$ cat config.mk
export PLATFORM = sky130hd
export DESIGN_NAME = outport_irq_top
export DESIGN_NICKNAME = d
export VERILOG_FILES = /design/src/rtl/outport_pkg.sv /design/src/rtl/outport_decode.sv /design/src/rtl/outport_latch.sv /design/src/rtl/outport_irq_merge.sv /design/src/rtl/outport_irq_top.sv
export SDC_FILE = /design/constraint.sdc
export NUM_CORES = 1
export LEC_CHECK = 0
export BUFFER_PORTS_ARGS = -buffer_cell sky130_fd_sc_hd__buf_2
export CAP_MARGIN = 20
export CORE_MARGIN = 5
export CORE_UTILIZATION = 35
export CTS_BUF_LIST = sky130_fd_sc_hd__clkbuf_8 sky130_fd_sc_hd__clkbuf_16
export DETAILED_ROUTE_END_ITERATION = 10
export GPL_TIMING_DRIVEN = 0
export HOLD_SLACK_MARGIN = 0.12
export PLACE_DENSITY = 0.73
export SLEW_MARGIN = 20
export SYNTH_ARGS = -nofsm -noshare
export SYNTH_HDL_FRONTEND = slang
export SYNTH_SLANG_ARGS = --single-unit
$ cat constraint.sdc
create_clock -name clk -period 1 [get_ports clk]
set_input_delay 0.2 -clock clk [delete_from_list [all_inputs] [get_ports clk]]
set_output_delay 0.2 -clock clk [all_outputs]
set_load 0.02 [all_outputs]
$ cat src/rtl/outport_pkg.sv
// Package: outport_pkg
// Shared widths and the positions of the interrupt enable bits within
// channel A. Assumes an 8-bit data bus and an 8-bit port field.
package outport_pkg;
    localparam int DATA_W  = 8;
    localparam int PORT_W  = 8;
    localparam int N_IRQ   = 4;
    // Enable bit positions in channel A, one per ready flag
    localparam int EN_D0RX = 0;
    localparam int EN_D0TX = 1;
    localparam int EN_D1RX = 2;
    localparam int EN_D1TX = 3;
endpackage

$ cat src/rtl/outport_decode.sv
// Module: outport_decode
// Produces one write strobe per channel from a qualified output cycle.
// Assumes the qualifiers are stable around the sampling clock edge.
module outport_decode #(
    parameter int ADDR_W = 16,
    parameter int PORT_W = 8,
    parameter int N_CH   = 2,
    parameter logic [N_CH*PORT_W-1:0] PORT_MAP = '0
) (
    input  logic [ADDR_W-1:0] addr,
    input  logic              out_cyc,
    input  logic              wr_n,
    output logic [N_CH-1:0]   wstb
);
    logic qual;

    // Cycle qualifies when status is high and strobe is low
    always_comb qual = out_cyc && !wr_n;

    for (genvar c = 0; c < N_CH; c++) begin : g_ch
        // Per-channel address match gated by the qualifier
        always_comb wstb[c] = qual && (addr[PORT_W-1:0] == PORT_MAP[c*PORT_W +: PORT_W]);
    end
endmodule

$ cat src/rtl/outport_latch.sv
// Module: outport_latch
// Byte register that loads on its strobe and otherwise holds its value.
// Assumes synchronous active-low reset to zero.
module outport_latch #(
    parameter int DATA_W = 8
) (
    input  logic              clk,
    input  logic              rst_n,
    input  logic              ld,
    input  logic [DATA_W-1:0] d,
    output logic [DATA_W-1:0] q
);
    // Load on strobe, clear on reset
    always_ff @(posedge clk) begin
        if (!rst_n)   q <= '0;
        else if (ld)  q <= d;
    end

    // Holding: without a load the value must not move
    assert_hold_R1: assert property (@(posedge clk) disable iff (!rst_n)
        !ld |=> $stable(q));
    // Loading: a strobe captures the bus
    assert_load_R1: assert property (@(posedge clk) disable iff (!rst_n)
        ld |=> (q == $past(d)));
endmodule

$ cat src/rtl/outport_irq_merge.sv
// Module: outport_irq_merge
// Gates each ready flag with its enable bit and registers the active-low
// NOR of the gated terms, modelling a wired-OR request line.
// Assumes ready flags are already synchronous to clk.
module outport_irq_merge #(
    parameter int N_IRQ = 4
) (
    input  logic             clk,
    input  logic             rst_n,
    input  logic [N_IRQ-1:0] rdy,
    input  logic [N_IRQ-1:0] en,
    output logic             irq_n
);
    logic [N_IRQ-1:0] gated;

    // One gated term per source
    always_comb gated = rdy & en;

    // Register the merged request, idle high
    always_ff @(posedge clk) begin
        if (!rst_n) irq_n <= 1'b1;
        else        irq_n <= ~(|gated);
    end

    // Any active enabled flag pulls the line low next cycle
    assert_irq_low_R6: assert property (@(posedge clk) disable iff (!rst_n)
        (|(rdy & en)) |=> !irq_n);
    // Flags with their enables clear leave the line high
    assert_masked_R5: assert property (@(posedge clk) disable iff (!rst_n)
        ((rdy & en) == '0) |=> irq_n);
endmodule

$ cat src/rtl/outport_irq_top.sv
// Module: outport_irq_top
// Two output channels decoded from processor output cycles; channel A's
// low nibble enables four serial ready flags into one active-low request.
// Assumes all inputs are synchronous to clk.
module outport_irq_top
    import outport_pkg::*;
#(
    parameter int          ADDR_W = 16,
    parameter logic [7:0]  PORT_A = 8'h40,
    parameter logic [7:0]  PORT_B = 8'h41
) (
    input  logic              clk,
    input  logic              rst_n,
    input  logic [ADDR_W-1:0] bus_addr,
    input  logic              bus_out_cyc,
    input  logic              bus_wr_n,
    input  logic [7:0]        bus_data,
    input  logic              dev0_rx_rdy,
    input  logic              dev0_tx_rdy,
    input  logic              dev1_rx_rdy,
    input  logic              dev1_tx_rdy,
    output logic [7:0]        chan_a_q,
    output logic [7:0]        chan_b_q,
    output logic              irq_n
);
    localparam int N_CH = 2;

    logic [N_CH-1:0]   wstb;
    logic [N_IRQ-1:0]  rdy;
    logic [N_IRQ-1:0]  en;

    outport_decode #(
        .ADDR_W (ADDR_W),
        .PORT_W (PORT_W),
        .N_CH   (N_CH),
        .PORT_MAP ({PORT_B, PORT_A})
    ) i_dec (
        .addr    (bus_addr),
        .out_cyc (bus_out_cyc),
        .wr_n    (bus_wr_n),
        .wstb    (wstb)
    );

    outport_latch #(.DATA_W(DATA_W)) i_lat_a (
        .clk (clk), .rst_n (rst_n), .ld (wstb[0]), .d (bus_data), .q (chan_a_q)
    );

    outport_latch #(.DATA_W(DATA_W)) i_lat_b (
        .clk (clk), .rst_n (rst_n), .ld (wstb[1]), .d (bus_data), .q (chan_b_q)
    );

    // Map ready flags and enables onto fixed bit positions
    always_comb begin
        rdy = '0;
        rdy[EN_D0RX] = dev0_rx_rdy;
        rdy[EN_D0TX] = dev0_tx_rdy;
        rdy[EN_D1RX] = dev1_rx_rdy;
        rdy[EN_D1TX] = dev1_tx_rdy;
        en  = chan_a_q[N_IRQ-1:0];
    end

    outport_irq_merge #(.N_IRQ(N_IRQ)) i_irq (
        .clk (clk), .rst_n (rst_n), .rdy (rdy), .en (en), .irq_n (irq_n)
    );

    // Unqualified cycles leave both channels alone
    assert_noqual_R2: assert property (@(posedge clk) disable iff (!rst_n)
        (!bus_out_cyc || bus_wr_n) |=> ($stable(chan_a_q) && $stable(chan_b_q)));
    // A write to B only leaves A alone (distinct addresses)
    assert_isolate_R3: assert property (@(posedge clk) disable iff (!rst_n)
        (PORT_A != PORT_B && bus_addr[7:0] == PORT_B) |=> $stable(chan_a_q));
    // Reset forces idle state
    assert_reset_R4: assert property (@(posedge clk)
        !rst_n |=> (chan_a_q == 8'h00 && chan_b_q == 8'h00 && irq_n));
endmodule

After elaboration in Yosys (flattened, before gate mapping)
Cells that the tools add are included.

storage, ports and cells
  flip-flop bits (word level) = 17
  input port bits = 32
  output and inout bits = 17
  word-level logic and storage cells = 12

cells by class
  equal/unequal tests = 2
  bitwise logic cells = 2
  reductions and logical operators = 5

operators with widths
  operator            count
  $eq 8x7->1 const B  2
  $and 4x4->4         1
  $reduce_or 4->1     1
  $logic_and 1x1->1   3
  $logic_not 1->1     1
  $not 1->1           1

Depth between registers and ports, before layout
Gate-level depths: netlist (run 1).

  depth in word-level cells = 3
  gate-level depth with buffers = 4
  depth with buffers taken out = 3

Hierarchy
A second synthesis (run 1) with hierarchy kept.

unflattened totals
  cell total of the unflattened synthesis = 60
  area, all modules = 683.2 sq um

by module, submodules not included
  module             instances  cells an instance  area an instance (sq um)  seq. area each (sq um)
  outport_latch      2          25                 301.5                     160.2
  outport_irq_merge  1          4                  42.5                      20.0
  outport_decode     1          6                  37.5                      0.0

Least setup slack after synthesis (run 1)
Ideal clock, no wire load.

  kind = input-to-reg
  start = in bus_addr[5]
  end = reg i_lat_a.q[2]
  setup time = 0.072 ns
  arrival = 0.997 ns
  data required time = 0.928 ns
  setup slack = -0.069 ns
  stages on the path = 4
  buffers on the path = 1
  path through = nor4_2 -> and4bb_1 -> buf_6 -> mux2i_1

on the way
  longest elaborated chain between the ends = 2

RTL lines
  item                  RTL line               text
  from (decl)           outport_irq_top.sv:14  input logic [ADDR_W-1:0] bus_addr,
  $eq 8x7->1            outport_decode.sv:22   always_comb wstb[c] = qual && (addr[PORT_W-1:0] == PORT_MAP[c*PORT_W +: PORT_W]);
  $logic_and 1x1->1     outport_decode.sv:22
  to (signal assigned)  outport_latch.sv:15    if (!rst_n) q <= '0;
  to (signal assigned)  outport_latch.sv:16    else if (ld) q <= d;
  to (decl)             outport_latch.sv:11    output logic [DATA_W-1:0] q

No other way between the ends.
A chain may end at the register's enable or synchronous reset.

Final worst setup path (run 1)
  start = in bus_addr[4]
  end = reg i_lat_a.q[4]

The elaborated chain is that of the path after synthesis.

==> run_results.csv, run 1 <==
group,metric,value,unit
sta,holdWs,0.221,ns
global_route,grtUsageTotal,13.0,%
logic_synthesis,yosys.area_share.simple,19.7,%
global_route,grt_pass1_vias,614,
logic_synthesis,ys_warn_count,0,
clock_tree,cts_tree,"yes",
logic_synthesis,synth_seq_cells,17,
pwr,clock_power_share,38.8,%
routing,drtAntennaViolNets,0,
logic_synthesis,synth_top_family_by_area,"multiplexers",
place,dp.cells,135,
logic_synthesis,synth_most_common_cell,"nand2_1",
status,outcome,"finished clean",
logic_synthesis,seq_area_frac_synth,49.3,%
routing,drtPass1Iterations,4,
floorplanning,coreArea,1920,sq um
final_layout,nNetsFinal,145,
sta,clock_skew,0.00315,ns
global_route,grt_max_degree,11,
routing,avgViaCountPerCell,4.55,
logic_synthesis,synth_top_area_share,49.3,%
pwr,vdd_ir_drop_max,0.557,mV
clock_tree,clockBufferDepth,2,
pwr,power.switching,0.000263,W
final_layout,post-route-util,52.0,%
worst_setup_path,timing.rr.start,"i_lat_a.q[3]",
final_layout,final_cell_count_no_fill,139,
floorplanning,ios,49,
worst_setup_path,critical-path-max-stage-delay,0.29,ns
clock_tree,htreeDepth,1,
final_layout,diodes,0,
job,cap_violations,0,
pwr,seqPwrFrac,53.7,%
worst_setup_path,worstSetupPathType,"in -> reg",
worst_setup_path,cp_slowest_cell,"nor4_4",
sta,rsz0062_at_grt,"true",
pwr,power_frac_comb,7.5,%
logic_synthesis,synth_area_per_cell,10.0,sq um
worst_setup_path,cp_common_cell,"buf_6",
pwr,p_per_area,1260,nW/um^2
routing,vias,632,
routing,drtIter0Drc,14,
routing,post_drt_wl_per_cell,12.4,microns
hold_path,worstHoldEndpoint,"i_lat_b.q[2]",
clock_tree,cts.clk_slew.worst_paths,0.06,ns
logic_synthesis,yosysUniqueCellTypes,13,
hold_path,worstHoldPathCells,3,
clock_tree,clock_tree.root_cell,"clkbuf_8",
logic_synthesis,synthMuxAreaShare,23.2,%
place,routabilityCongestion,0.721,
global_route,gr-total-overflow,0,
place,dp_hpwl,1340,microns
logic_synthesis,synth_fp_nets,101,
floorplanning,chipWidth,54.4,microns
routing,totalWireLength,1730,microns
clock_tree,clk_latency,0.25,ns
sta,worst_pin_slew,0.488,ns
worst_setup_path,r2r-end,"i_irq.irq_n",
hold_path,hp-start,"bus_data[2]",
logic_synthesis,synth_cells,69,
logic_synthesis,synth_fa_ha_area_share,0,%
worst_setup_path,path_cells,"buf_6 -> nor4_4 -> and4bb_1 -> buf_6 -> mux2i_1",
floorplanning,start_util,35.9,%
clock_tree,cts_sinks,17,
sta,fmax,1000,MHz
logic_synthesis,synth.largest_area_cell,"dfxtp_1",
global_route,grt_pass1_wl,2710,microns
pwr,leakage,0.508,nW
sta,timing.final.crit_share,99.8,%
worst_setup_path,required,1.18,ns
sta,relSlewSlack,67.5,%
sta,setup_violations,0,
worst_setup_path,critPathCaptureType,"flip-flop",
worst_setup_path,critPathLaunchType,"primary input",
logic_synthesis,synth_ff_type,"dfxtp_1",
pwr,switching_share,20.9,%
worst_setup_path,r2r_cells,2,
clock_tree,cts_buffers,3,
logic_synthesis,syn_area,691,sq um
global_route,grt_antenna_before_repair,0,
hold_path,hold_class,"in -> reg",
pwr,intPower,0.000998,W
logic_synthesis,synth_area_leaders,"dfxtp_1, mux2i_1, nand2_1",
place,port_buffers,39,
logic_synthesis,synth_commonest_cells,"nand2_1, dfxtp_1, mux2i_1, a22o_1, clkbuf_1",
worst_setup_path,reg2reg_slack,0.24,ns
logic_synthesis,synth_edf_count,0,
sta,final_hold_viol_count,0,
sta,maxSlewViolCount,0,
worst_setup_path,cp.arrival,1.17,ns
floorplanning,rows,16,
clock_tree,hold_buffers,0,
logic_synthesis,synth_compound_area_share,3.26,%
routing,drcViolationCount,0,
floorplanning,die_h,54.4,microns
logic_synthesis,synth-xor-area-share,0,%
sta,fin_crit,0.998,ns
logic_synthesis,async_reset_ff_share,0,%
floorplanning,dieArea,2960,sq um
final_layout,drive_gt1_share,42.0,%
worst_setup_path,critical_path_peak_fanout,8,
final_layout,area_growth,44.7,%
==> power groups by stage <==
stage	Combinational (W)	Clock (W)	Sequential (W)
after global routing	0.000104	0.000537	0.000677
after detailed placement	0.0000880	0	0.000693
after CTS	0.0000939	0.000505	0.000678
final	0.0000940	0.000490	0.000678
after floorplan	0.0000318	0	0.000693
after global placement	0.0000848	0	0.000693
==> kinds of logic (layout without fill, tap and decap cells) <==
logic type | Yosys count | count (layout)
AND/OR/NAND/NOR | 28 | 28
AO/OA/AOI/OAI | 3 | 3
buffers and inverters | 5 | 48
multiplexers | 16 | 16
flip-flops | 17 | 17
==> flip-flops by register name, summed over array words and instances (netlist names) <==
register and flops:
i_lat_b.q 8, i_irq.irq_n 1, i_lat_a.q 8
==> worst max-delay path, delay by kind of cell <==
kind,cells,cell delay (ns)
buffers and inverters,2,0.25
multiplexers,1,0.18
AND/OR/NAND/NOR,2,0.54
==> cells in the final DEF, fill, tap and decap left out <==
cell type / instances
buf_6: 4
buf_4: 4
and4bb_2: 1
dfxtp_1: 17
clkbuf_1: 2
nand2_1: 24
nand4b_1: 1
o21ai_0: 1
clkbuf_8: 3
a22o_1: 2
buf_2: 34
nor4_4: 1
inv_1: 1
mux2i_1: 16
and4bb_1: 1
==> worst max path at each step <==
stage | startpoint | to
finish | bus_addr[4] | i_lat_a.q[4]
global route | bus_addr[4] | i_lat_a.q[3]
CTS | bus_addr[2] | i_lat_a.q[4]
detailed placement | bus_addr[5] | i_lat_a.q[2]
global placement | bus_addr[5] | i_lat_a.q[4]
floorplan | bus_wr_n | i_lat_a.q[2]
==> repair_timing <==
action | in CTS | in global routing
gates resized for setup | 2 | 5
pin swaps | 2 | 2
gates cloned | 0 | 0
setup buffers | 0 | 0
setup endpoints to repair | 8 | 19
==> stage by stage <==
| step | instance area [sq um] | setup TNS, ns | power, W | worst slack (ns) |
|---|---|---|---|---|
| floorplan | 699 | -0.423 | 0.000725 | -0.0529 |
| global placement | 928 | -2.82 | 0.000778 | -0.223 |
| detailed placement | 928 | -3.81 | 0.000781 | -0.280 |
| CTS | 986 | -0.00835 | 0.00128 | -0.00835 |
| finish | 1000 | 0 | 0.00126 | 0.00238 |
| global route | 1000 | -0.572 | 0.00132 | -0.101 |
==> metal layers <==
layer	up-vias	wire length [microns]	global-route usage (%)	share of wire, %
li1	319	-	-	-
met1	290	703	14.4	41
met2	23	877	23.1	51
met3	0	145	3.81	8.4
met4	0	0	4.98	0
met5	-	0	0	0
==> layout make-up <==
class                           instances  area, sq um
Tap cell                               27         33.8
Sequential cell                        17          340
Timing Repair Buffer                   39          218
Buffer                                  5         35.0
Clock buffer                            3         41.3
Clock inverter                          1         3.75
Multi-Input combinational cell         47          328
Fill cell                             200          922
Power figures use the tool's default switching activity.
==> run 2: changes to the inputs <==
ABC_AREA = 1   (was default)
CORE_UTILIZATION = 40   (was 35)
PLACE_DENSITY = 0.74   (was 0.73)
==> run_results.csv, run 2 <==
group,metric,value,unit
worst_setup_path,cp_num_buf_inv,1,
final_layout,nNetsFinal,221,
worst_setup_path,worstSetupPathType,"reg -> out",
pwr,power.switching,0.000325,W
global_route,gr-total-overflow,0,
place,dp_hpwl,1690,microns
floorplanning,ios,49,
clock_tree,post_cts_buffers,0,
logic_synthesis,async_reset_ff_share,0,%
logic_synthesis,synth_commonest_cells,"inv_1, nand2_1, dfxtp_1, nand4_1, nor2_1",
clock_tree,clock_tree.root_cell,"clkbuf_8",
worst_setup_path,critPathCaptureType,"primary output",
place,dpl-instance-area,1200,sq um
pwr,clock_power_share,38.1,%
clock_tree,clk_latency,0.25,ns
sta,fin_crit,0.963,ns
floorplanning,start_util,42.9,%
clock_tree,clockBufferDepth,2,
sta,finalSetupTns,0,ns
floorplanning,die_h,59.2,microns
clock_tree,cts_tree,"yes",
logic_synthesis,synth.largest_area_cell,"dfxtp_1",
floorplanning,chipWidth,59.2,microns
logic_synthesis,synth_cells,145,
worst_setup_path,cp.arrival,0.76,ns
routing,totalWireLength,2040,microns
floorplanning,dieArea,3500,sq um
hold_path,hold_class,"in -> reg",
final_layout,drive_gt1_share,30.3,%
final_layout,area_growth,29.6,%
worst_setup_path,path_delay_family,"flip-flops",
routing,drtPass1Iterations,4,
logic_synthesis,synth_area_leaders,"dfxtp_1, inv_1, nand2_1",
status,outcome,"finished clean",
clock_tree,cts_resized,0,
place,routabilityCongestion,0.773,
logic_synthesis,synth_top_area_share,35.2,%
sta,setup_violations,0,
pwr,leakage,0.719,nW
sta,worst_pin_slew,0.304,ns
logic_synthesis,synth_ff_type,"dfxtp_1",
routing,post_drt_wl_per_cell,9.44,microns
logic_synthesis,syn_area,967,sq um
floorplanning,rows,17,
pwr,p_per_area,1070,nW/um^2
sta,final_hold_viol_count,0,
final_layout,final_cell_area,1250,sq um
worst_setup_path,critical-path-max-stage-delay,0.35,ns
worst_setup_path,path_cells,"buf_4",
job,cap_violations,0,
logic_synthesis,synth_fp_nets,177,
final_layout,final_cell_mix,"inv_1, buf_2, nand2_1, dfxtp_1",
global_route,grt_pass1_vias,875,
global_route,grt_max_degree,11,
final_layout,reg.largest.list,"i_lat_a.q (8), i_lat_b.q (8), i_irq.irq_n (1)",
routing,drcViolationCount,0,
pwr,vdd_ir_drop_max,0.512,mV
global_route,grtUsageTotal,12.1,%
clock_tree,cts_buffers,3,
sta,relSlewSlack,79.7,%
clock_tree,cts.clk_slew.worst_paths,0.07,ns
final_layout,diodes,0,
final_layout,final_common_cell,"inv_1",
clock_tree,hold_buffers,0,
sta,fin_ws,0.0373,ns
pwr,switching_share,24.2,%
routing,avgViaCountPerCell,4.38,
global_route,grt_antenna_before_repair,0,
clock_tree,htreeDepth,1,
pwr,intPower,0.00101,W
worst_setup_path,cp_slowest_cell,"dfxtp_1",
place,dp_slack,-0.148,ns
logic_synthesis,yosysUniqueCellTypes,16,
routing,drtAntennaViolNets,0,
pwr,power_frac_comb,11.3,%
sta,fmax,1040,MHz
final_layout,post-route-util,55.6,%
worst_setup_path,critPathLaunchType,"flip-flop",
worst_setup_path,critical_path_peak_fanout,3,
routing,drtIter0Drc,25,
logic_synthesis,synth_edf_count,0,
routing,vias,945,
global_route,grt_pass1_wl,3330,microns
sta,timing.final.crit_share,96.3,%
place,port_buffers,39,
logic_synthesis,synth_most_common_cell,"inv_1",
sta,holdWs,0.230,ns
clock_tree,cts_sinks,17,
logic_synthesis,synth_area_per_cell,6.67,sq um
worst_setup_path,required,0.80,ns
sta,clock_skew,0.000374,ns
pwr,seqPwrFrac,50.6,%
sta,maxSlewViolCount,0,
floorplanning,coreArea,2250,sq um
logic_synthesis,ys_warn_count,0,
logic_synthesis,seq_area_frac_synth,35.2,%
logic_synthesis,synth_seq_cells,17,
==> run 2: cell count changes in the layout (fill, tap and decap cells not counted), moves of 3 or more <==
| cell | previous run | this run |
|---|---|---|
| inv_1 | 1 | 45 |
| mux2i_1 | 16 | 0 |
| nand4_1 | 0 | 16 |
| nor2_1 | 0 | 16 |
| nand2_1 | 24 | 33 |
| buf_6 | 4 | 1 |
| nand2_2 | 0 | 3 |
==> run 2: worst paths after layout <==
path                startpoint           end  slack (ns)  cells past startpoint
setup / recovery  i_lat_a.q[0]   chan_a_q[0]        0.04                      1
hold / removal     dev1_tx_rdy   i_irq.irq_n        0.23                      3
setup reg to reg  i_lat_a.q[0]   i_irq.irq_n        0.26                      2
hold reg to reg   i_lat_b.q[0]  i_lat_b.q[0]        0.51                      4
==> run 2: final cells by class <==
class,instances,area (sq um)
fill,237,1000
multi-input combinational,77,423
sequential,17,340
timing repair buffer,39,205
inverter,47,176
clock buffer,3,41.3
tap,28,35.0
buffer,4,27.5
clock inverter,1,5.00
==> run 2: per-stage QoR <==
step / cells / power (W)
final: 216 / 0.00134
after global routing: 216 / 0.00139
after CTS: 216 / 0.00135
after detailed placement: 212 / 0.000844
after global placement: 212 / 0.000841
after floorplan: 145 / 0.000782
==> run 2: metal layers <==
layer	routed length (microns)	vias to the layer above	track usage (%)
li1	-	512	-
met1	873	396	15.0
met2	946	32	20.2
met3	168	5	1.53
met4	50	0	6.80
met5	0	-	0
==> run 2: power groups by stage <==
stage               clock (W)  sequential (W)  combinational (W)
global route         0.000539        0.000678           0.000169
detailed placement          0        0.000694           0.000151
floorplan                   0        0.000695          0.0000872
global placement            0        0.000693           0.000148
finish               0.000510        0.000678           0.000151
CTS                  0.000520        0.000678           0.000151
==> run 2: logic make-up after synthesis <==
| group | count (synthesis) | synth area share (%) |
|---|---|---|
| AND/OR/NAND/NOR | 74 | 41.4 |
| flip-flops | 17 | 35.2 |
| buffers and inverters | 51 | 21.1 |
| AO/OA/AOI/OAI | 3 | 2.33 |
==> run 3: changes to the inputs <==
--- a/constraint.sdc
+++ b/constraint.sdc
@@ -3,2 +3,2 @@
 set_output_delay 0.2 -clock clk [all_outputs]
-set_load 0.02 [all_outputs]
+set_load 0.01 [all_outputs]
==> run_results.csv, run 3 (same netlist as run 2, synthesis figures left out) <==
group,metric,value,unit
floorplanning,start_util,42.9,%
worst_setup_path,critPathLaunchType,"flip-flop",
routing,drtAntennaViolNets,0,
final_layout,reg.largest.list,"i_lat_a.q (8), i_lat_b.q (8), i_irq.irq_n (1)",
clock_tree,cts_buffers,3,
pwr,leakage,0.720,nW
status,outcome,"finished clean",
final_layout,diodes,0,
routing,drtIter0Drc,21,
clock_tree,hold_buffers,0,
sta,final_hold_viol_count,0,
routing,post_drt_wl_per_cell,9.30,microns
worst_setup_path,r2r-end,"i_irq.irq_n",
place,port_buffers,39,
sta,timing.final.crit_share,94.9,%
final_layout,post-route-util,55.2,%
sta,holdWs,0.234,ns
clock_tree,post_cts_buffers,0,
global_route,grtUsageTotal,12.1,%
final_layout,area_growth,28.6,%
worst_setup_path,reg2reg_slack,0.26,ns
worst_setup_path,path_delay_family,"flip-flops",
worst_setup_path,cp_num_buf_inv,1,
final_layout,final_cell_mix,"inv_1, buf_2, nand2_1, dfxtp_1",
sta,setup_violations,0,
routing,drcViolationCount,0,
worst_setup_path,cp_slowest_cell,"dfxtp_1",
clock_tree,clock_tree.root_cell,"clkbuf_8",
floorplanning,rows,17,
worst_setup_path,critical-path-max-stage-delay,0.35,ns
final_layout,drive_gt1_share,30.3,%
worst_setup_path,critPathCapture,"chan_a_q[0]",
final_layout,final_cell_area,1240,sq um
sta,clock_skew,0.000356,ns
clock_tree,cts_tree,"yes",
job,cap_violations,0,
clock_tree,clockBufferDepth,2,
sta,relSlewSlack,80.4,%
sta,fmax,1050,MHz
place,dp_hpwl,1690,microns
global_route,grt_pass1_wl,3330,microns
place,dpl-instance-area,1200,sq um
worst_setup_path,r2r_cells,2,
pwr,p_per_area,1070,nW/um^2
sta,worst_pin_slew,0.295,ns
worst_setup_path,critPathCaptureType,"primary output",
clock_tree,htreeDepth,1,
floorplanning,coreArea,2250,sq um
sta,fin_crit,0.949,ns
final_layout,final_common_cell,"inv_1",
global_route,grt_antenna_before_repair,0,
clock_tree,cts_resized,0,
worst_setup_path,cp.depth,1,
hold_path,hold_class,"in -> reg",
clock_tree,cts.clk_slew.worst_paths,0.07,ns
routing,vias,944,
global_route,grt_max_degree,11,
worst_setup_path,required,0.80,ns
worst_setup_path,worstSetupPathType,"reg -> out",
worst_setup_path,path_cells,"buf_2",
floorplanning,ios,49,
routing,totalWireLength,2010,microns
final_layout,nNetsFinal,221,
clock_tree,cts_sinks,17,
pwr,vdd_ir_drop_max,0.512,mV
worst_setup_path,timing.rr.start,"i_lat_a.q[0]",
global_route,grt_pass1_vias,875,
sta,finalSetupTns,0,ns
floorplanning,die_h,59.2,microns
place,routabilityCongestion,0.773,
worst_setup_path,crit_start,"i_lat_a.q[0]",
sta,maxSlewViolCount,0,
floorplanning,dieArea,3500,sq um
global_route,gr-total-overflow,0,
pwr,finalPower,0.00133,W
floorplanning,chipWidth,59.2,microns
worst_setup_path,critical_path_peak_fanout,3,
sta,rsz0062_at_grt,"false",
routing,avgViaCountPerCell,4.37,
routing,drtPass1Iterations,4,
worst_setup_path,cp.arrival,0.75,ns
clock_tree,clk_latency,0.25,ns
final_layout,fillerInstances,238,
[run 3: per-layer routing]
metal / up-vias / part of all wire (%) / GRT usage [%]
met1: 394 / 43 / 15.0
met3: 5 / 8.8 / 1.53
met5: - / 0 / 0
met2: 34 / 45 / 20.2
li1: 511 / - / -
met4: 0 / 2.5 / 6.80
[run 3: tightest hold or removal path: stages]
cell	delay, ns
buf_2	0.07
a22o_1	0.10
o21ai_0	0.06
[run 3: layout make-up]
class	instances	area [sq um]	share of cell area, %
plain buffers	4	27.5	2.21
clock buffers	3	41.3	3.32
clock inverters	1	5.00	0.402
inverters	47	176	14.2
multi-input cells	77	423	34.0
flip-flops and latches	17	340	27.4
well taps	28	35.0	2.82
repair buffers	39	195	15.7
[run 3: worst min-delay path by stage]
stage	startpoint	to	cells past startpoint	slack [ns]
2_1_floorplan	dev1_tx_rdy	i_irq.irq_n	2	0.40
3_3_place_gp	i_lat_b.q[4]	i_lat_b.q[4]	4	0.50
3_5_place_dp	i_lat_b.q[0]	i_lat_b.q[0]	4	0.50
4_1_cts	dev1_tx_rdy	i_irq.irq_n	3	0.24
5_1_grt	dev1_tx_rdy	i_irq.irq_n	3	0.29
6_report	dev1_tx_rdy	i_irq.irq_n	3	0.23
[run 3: through the flow]
step	cells	setup WS [ns]
global placement	212	-0.112
detailed placement	212	-0.148
CTS	216	0.0476
floorplan	145	0.0538
finish	216	0.0514
global route	216	0.0230
[run 3: where the power goes]
part / total, W / switching, W / internal (W) / leakage [nW]
clock: 0.000505 / 0.000228 / 0.000276 / 0.0255
combinational: 0.000149 / 0.0000892 / 0.0000601 / 0.557
sequential: 0.000678 / 0.000000418 / 0.000678 / 0.137
